### config.mk
export PLATFORM = sky130hd
export DESIGN_NAME = pcie_rate_switch
export DESIGN_NICKNAME = d
export VERILOG_FILES = /design/src/rtl/pcie_rsw_pkg.sv /design/src/rtl/rsw_req_track.sv /design/src/rtl/rsw_seq_fsm.sv /design/src/rtl/rsw_tap_sel.sv /design/src/rtl/pcie_rate_switch.sv
export SDC_FILE = /design/constraint.sdc
export NUM_CORES = 1
export LEC_CHECK = 0
export ABC_AREA = 1
export BUFFER_PORTS_ARGS = -buffer_cell sky130_fd_sc_hd__buf_2
export CELL_PAD_IN_SITES_DETAIL_PLACEMENT = 1
export CELL_PAD_IN_SITES_GLOBAL_PLACEMENT = 1
export CORE_UTILIZATION = 35
export CTS_BUF_LIST = sky130_fd_sc_hd__clkbuf_4 sky130_fd_sc_hd__clkbuf_8 sky130_fd_sc_hd__clkbuf_16
export DETAILED_ROUTE_END_ITERATION = 12
export PLACE_DENSITY_LB_ADDON = 0.05
export RECOVER_POWER = 100
export SYNTH_ARGS = -nofsm -noshare
export SYNTH_HDL_FRONTEND = slang
export SYNTH_SLANG_ARGS = --single-unit
### constraint.sdc
create_clock -name clk -period 4.68 [get_ports clk]
set_clock_uncertainty 0.2 [all_clocks]
set_input_delay 0.234 -clock clk [delete_from_list [all_inputs] [get_ports clk]]
set_output_delay 0.234 -clock clk [all_outputs]
set_load 0.03 [all_outputs]
### src/rtl/pcie_rsw_pkg.sv
package pcie_rsw_pkg;
  typedef enum logic [1:0] {
    SEQ_IDLE   = 2'd0,
    SEQ_SWITCH = 2'd1,
    SEQ_HOLD   = 2'd2
  } seq_state_e;

  localparam logic RATE_GEN1 = 1'b0;
  localparam logic RATE_GEN2 = 1'b1;
endpackage

### src/rtl/rsw_req_track.sv
module rsw_req_track
  import pcie_rsw_pkg::*;
(
  input  logic clk,
  input  logic rst_n,
  input  logic rate_sel_i,
  input  logic rx_dig_rst_i,
  input  logic cur_rate_i,
  output logic want_o
);
  logic sel_q, sel_d1_q;
  logic want_q, want_d;
  logic sel_edge, force_gen1, want_en;

  assign sel_edge   = (sel_q != sel_d1_q);
  assign force_gen1 = rx_dig_rst_i && (cur_rate_i == RATE_GEN2);
  assign want_en    = sel_edge || force_gen1;

  always_comb begin
    want_d = want_q;
    if (sel_edge)   want_d = sel_q;
    if (force_gen1) want_d = RATE_GEN1;
  end

  always_ff @(posedge clk or negedge rst_n) begin
    if (!rst_n) begin
      sel_q    <= RATE_GEN1;
      sel_d1_q <= RATE_GEN1;
    end else begin
      sel_q    <= rate_sel_i;
      sel_d1_q <= sel_q;
    end
  end

  always_ff @(posedge clk or negedge rst_n) begin
    if (!rst_n)       want_q <= RATE_GEN1;
    else if (want_en) want_q <= want_d;
  end

  assign want_o = want_q;


  fallback_chk: assert property (@(posedge clk) disable iff (!rst_n)
    (rx_dig_rst_i && cur_rate_i == RATE_GEN2) |=> (want_o == RATE_GEN1));
endmodule

### src/rtl/rsw_seq_fsm.sv
module rsw_seq_fsm
  import pcie_rsw_pkg::*;
#(
  parameter int CNTW = 16
) (
  input  logic            clk,
  input  logic            rst_n,
  input  logic            want_i,
  input  logic            sw_done_i,
  input  logic [CNTW-1:0] tmo_limit_i,
  input  logic            tmo_clr_i,
  output logic            cur_rate_o,
  output logic            rate_cmd_o,
  output logic            fifo_rst_o,
  output logic            done_o,
  output logic            tmo_flag_o
);
  localparam logic [CNTW-1:0] CNT_ONE = CNTW'(1);

  seq_state_e      state_q, state_d;
  logic            cmd_q, cmd_d;
  logic            cur_q, cur_d;
  logic            done_q, done_d;
  logic            flag_q, flag_d;
  logic [CNTW-1:0] cnt_q, cnt_d;

  always_comb begin
    state_d = state_q;
    cmd_d   = cmd_q;
    cur_d   = cur_q;
    done_d  = 1'b0;
    flag_d  = flag_q;
    cnt_d   = cnt_q;
    case (state_q)
      SEQ_IDLE: begin
        if (want_i != cur_q) begin
          state_d = SEQ_SWITCH;
          cmd_d   = want_i;
          cnt_d   = '0;
        end
      end
      SEQ_SWITCH: begin
        if (sw_done_i) begin
          state_d = SEQ_IDLE;
          cur_d   = cmd_q;
          done_d  = 1'b1;
        end else if (cnt_q >= tmo_limit_i) begin
          state_d = SEQ_HOLD;
          flag_d  = 1'b1;
        end else begin
          cnt_d = cnt_q + CNT_ONE;
        end
      end
      SEQ_HOLD: begin
        if (tmo_clr_i) begin
          state_d = SEQ_IDLE;
          flag_d  = 1'b0;
          cmd_d   = cur_q;
        end
      end
      default: state_d = SEQ_IDLE;
    endcase
  end

  always_ff @(posedge clk or negedge rst_n) begin
    if (!rst_n) begin
      state_q <= SEQ_IDLE;
      cmd_q   <= RATE_GEN1;
      cur_q   <= RATE_GEN1;
      done_q  <= 1'b0;
      flag_q  <= 1'b0;
      cnt_q   <= '0;
    end else begin
      state_q <= state_d;
      cmd_q   <= cmd_d;
      cur_q   <= cur_d;
      done_q  <= done_d;
      flag_q  <= flag_d;
      cnt_q   <= cnt_d;
    end
  end

  assign cur_rate_o = cur_q;
  assign rate_cmd_o = cmd_q;
  assign fifo_rst_o = (state_q != SEQ_IDLE);
  assign done_o     = done_q;
  assign tmo_flag_o = flag_q;


  done_single_chk: assert property (@(posedge clk) disable iff (!rst_n)
    done_o |=> !done_o);

  done_cause_chk: assert property (@(posedge clk) disable iff (!rst_n)
    done_o |-> $past(sw_done_i));

  fifo_hold_chk: assert property (@(posedge clk) disable iff (!rst_n)
    (fifo_rst_o && !sw_done_i && !tmo_clr_i) |=> fifo_rst_o);

  cmd_stable_chk: assert property (@(posedge clk) disable iff (!rst_n)
    (fifo_rst_o && $past(fifo_rst_o)) |-> $stable(rate_cmd_o));

  tmo_sticky_chk: assert property (@(posedge clk) disable iff (!rst_n)
    (tmo_flag_o && !tmo_clr_i) |=> tmo_flag_o);

  tmo_no_done_chk: assert property (@(posedge clk) disable iff (!rst_n)
    (tmo_flag_o && !tmo_clr_i) |=> !done_o);
endmodule

### src/rtl/rsw_tap_sel.sv
module rsw_tap_sel #(
  parameter int TAPW = 5,
  parameter int NTAP = 2
) (
  input  logic                      rate_cmd_i,
  input  logic [NTAP-1:0][TAPW-1:0] gen1_taps_i,
  output logic [NTAP-1:0][TAPW-1:0] taps_o
);
  for (genvar t = 0; t < NTAP; t++) begin : g_tap
    assign taps_o[t] = rate_cmd_i ? '0 : gen1_taps_i[t];
  end
endmodule

### src/rtl/pcie_rate_switch.sv
module pcie_rate_switch #(
  parameter int CNTW = 16,
  parameter int TAPW = 5
) (
  input  logic            clk,
  input  logic            rst_n,
  input  logic            rate_sel_i,
  input  logic            rx_dig_rst_i,
  input  logic            sw_done_i,
  input  logic [CNTW-1:0] tmo_limit_i,
  input  logic            tmo_clr_i,
  input  logic [TAPW-1:0] cfg_gen1_pre_i,
  input  logic [TAPW-1:0] cfg_gen1_post_i,
  output logic            rate_cmd_o,
  output logic            fifo_rst_o,
  output logic            phy_done_o,
  output logic            tmo_flag_o,
  output logic [TAPW-1:0] emph_pre_o,
  output logic [TAPW-1:0] emph_post_o
);
  localparam int NTAP = 2;

  logic want, cur_rate;
  logic [NTAP-1:0][TAPW-1:0] gen1_taps, taps;

  assign gen1_taps[0] = cfg_gen1_pre_i;
  assign gen1_taps[1] = cfg_gen1_post_i;
  assign emph_pre_o   = taps[0];
  assign emph_post_o  = taps[1];

  rsw_req_track u_req (
    .clk          (clk),
    .rst_n        (rst_n),
    .rate_sel_i   (rate_sel_i),
    .rx_dig_rst_i (rx_dig_rst_i),
    .cur_rate_i   (cur_rate),
    .want_o       (want)
  );

  rsw_seq_fsm #(.CNTW(CNTW)) u_seq (
    .clk         (clk),
    .rst_n       (rst_n),
    .want_i      (want),
    .sw_done_i   (sw_done_i),
    .tmo_limit_i (tmo_limit_i),
    .tmo_clr_i   (tmo_clr_i),
    .cur_rate_o  (cur_rate),
    .rate_cmd_o  (rate_cmd_o),
    .fifo_rst_o  (fifo_rst_o),
    .done_o      (phy_done_o),
    .tmo_flag_o  (tmo_flag_o)
  );

  rsw_tap_sel #(.TAPW(TAPW), .NTAP(NTAP)) u_tap (
    .rate_cmd_i  (rate_cmd_o),
    .gen1_taps_i (gen1_taps),
    .taps_o      (taps)
  );
endmodule

==> results.cfg <==
[status]
status = finished with violations
failed_checks = negative hold slack

[clocking]
cts.sink_count = 25
cts_root_buf = clkbuf_8
clockBufferDepth = 2
cts_max_level = 1
clk_latency_ps = 280
cts_resized = 0
cts_buffers = 3
clk_pin_slew_ps = 100
tritoncts = yes

[die]
die_area_sq_um = 5799
die_h_microns = 76.15
num_io_pins = 46
coreArea_sq_um = 5205
die_w_microns = 76.15
core.rowCount = 26
initial_core_util = 0.3697

[run]
cap_viol_max_count = 0

[critical_path]
critical_path_class = flip-flop to flip-flop
path_max_fanout = 17
crit_chain = nor2_1, inv_1, nor2_1, nand3_1, nand2_1, nand2_1, nand2_1
slowest_stage = nand2_1
path_buf_inv = 1
cp_slowest_stage_delay_ps = 710
setup.worst_path.start_class = flip-flop
arrival_ps = 3060
required_ps = 4700
endpoint_kind = flip-flop
cp_common_cell = nand2_1
crit_family = simple AND/OR/NAND/NOR gates

[cells_and_area]
diodes = 0
layout.nets = 372
mostFrequentLayoutCells = nand2_1, inv_1, nor2_1
final_cell_area_sq_um = 2235
drive_gt1_frac = 0.1366
layout_commonest_cell = nand2_1
syn_to_final_growth_pct = 16.12

[grt]
grt_use_total = 0.1818
antenna_found_initial = 0
grt_pass1_wl_mm = 8.618
grt_max_degree = 26
grt_overflow = 0
grt_pass1_vias = 1921

[timing]
hold_ws_ps = -0.2462
fin_tns_setup_ps = 0
period_share = 0.6488
slew_headroom = 0.04974
tightest_slew_ps = 1425
min_period_ps = 3036
setup_slack_ps = 1644
finalMaxSlewViolations = 0
hold_violations = 1
fmaxAchievable_ghz = 0.3293
grt_setup_unrepaired = false
setup_viol = 0

[route]
via_per_inst = 4.648
drtIter0Drc = 37
drcViolationCount = 0
antenna_left = 0
drt_first_pass_iters = 4
routedWlPerCell_microns = 12.10
wirelength_mm = 4.745
vias = 1822

[placement]
gp_congestion = 0.7983
io_buffers = 45
dp_hpwl_mm = 3.680
place_ws_ps = 2480
dpl_cell_area_sq_um = 2202

[synthesis]
syn_avg_cell_area_sq_um = 7.023
synth-seq-area-share = 0.3251
yosysWarningCount = 0
synth_top_area_cell = dfrtp_1
synth_top_area_frac = 0.3251
synth.area.top_cells = dfrtp_1, nand2_1, ha_1, inv_1, nand3_1
synth_area_sq_um = 1924
yosysUniqueCellTypes = 31
synth_nets = 323
synth_seq_cells = 25
syn-instance-count = 274

[power_and_ir_drop]
p_total_mw = 0.7715
power_density_nw_per_um2 = 345.3
leakagePower_nw = 1.240
ir_worst_vdd_uv = 225.5

[min_path]
hold_class = input port to flip-flop
-- path summary, 6_finish.rpt --
| check | from | end | slack, ps | cells after the start |
|---|---|---|---|---|
| worst min-delay path | sw_done_i | u_seq.done_o | -0.2 | 3 |
| worst max register to register | u_seq.state_q[1] | u_seq.cnt_q[2] | 1640 | 7 |
| min in group asynchronous | rst_n | u_seq.cnt_q[6] | 620 | 2 |
| worst min register to register | u_req.sel_q | u_req.sel_d1_q | 220 | 0 |
| max in group asynchronous | rst_n | u_seq.cnt_q[15] | 2840 | 2 |
| worst max-delay path | u_seq.state_q[1] | u_seq.cnt_q[2] | 1640 | 7 |
-- layout make-up --
class                      instances  area, sq um
clock buffer                       3        41.29
clock inverter                     1        7.507
fill                             706         2970
inverter                          49        183.9
multi-input combinational        195         1042
sequential                        25        625.6
tap                               70        87.58
timing repair buffer              49        246.5
-- cells in the mapped netlist --
cell type  number
nand2_1        72
inv_1          46
nor2_1         30
dfrtp_1        25
nand3_1        25
ha_1           17
a21oi_1        11
o21ai_0         7
nor3_1          4
xor2_1          4
inv_2           3
nand4_1         3
nor2_4          3
nor3_2          3
o21ai_1         3
clkbuf_1        2
nand2_2         2
a211oi_1        1
a21oi_2         1
a221oi_1        1
a31oi_1         1
buf_2           1
buf_4           1
buf_8           1
mux2_2          1
nand2_4         1
nand3_2         1
nand3_4         1
nand3b_1        1
o21a_1          1
o21bai_1        1
-- report_power, final --
group | leakage (nW) | total [mW] | internal [mW] | switching (mW)
sequential | 0.334 | 0.282 | 0.244 | 0.0376
clock | 0.0217 | 0.138 | 0.0606 | 0.0778
combinational | 0.884 | 0.352 | 0.0877 | 0.264
total | 1.24 | 0.772 | 0.392 | 0.379
-- sequential cells by signal, indices dropped and copies added (netlist names) --
name              cells
u_seq.cnt_q          16
u_seq.tmo_flag_o      1
u_seq.done_o          1
u_seq.cur_rate_o      1
u_seq.rate_cmd_o      1
u_req.want_o          1
u_req.sel_q           1
u_seq.state_q         2
u_req.sel_d1_q        1
-- logic make-up after synthesis --
kind of cell | after synthesis | share of synthesized area
muxes | 1 | 0.005851
AOI/OAI and AO/OA | 27 | 0.07868
DFF | 25 | 0.3251
and+or+nand+nor | 146 | 0.3479
xor gates and xnor gates | 4 | 0.01820
adders and majority gates | 17 | 0.1105
buffers and inverters | 54 | 0.1138
-- metrics by stage --
step | instances | utilization
6_report | 392 | 0.4293
5_1_grt | 392 | 0.4293
4_1_cts | 392 | 0.4401
3_5_place_dp | 384 | 0.4231
3_3_place_gp | 384 | 0.4231
2_1_floorplan | 274 | -
-- worst register-to-register path, cell delays in order (launching register included) --
cell and delay (ps):
dfrtp_1 440, nor2_1 360, inv_1 320, nor2_1 210
nand3_1 540, nand2_1 710, nand2_1 120, nand2_1 90
-- repair_timing --
item / 4_1_cts / 5_1_grt
hold buffers: 4 / 0
setup buffers: 0 / 0
hold endpoints to repair: 28 / 0
setup endpoints to repair: 0 / 0
-- metal layers --
layer,global-route usage,share of wire,vias up
li1,-,-,957
met2,0.3273,0.49,22
met4,0.03462,0.0061,0
met5,0,0,-
met1,0.2312,0.48,841
met3,0.02635,0.024,2
No activity file was read; power rests on OpenSTA's default activity.
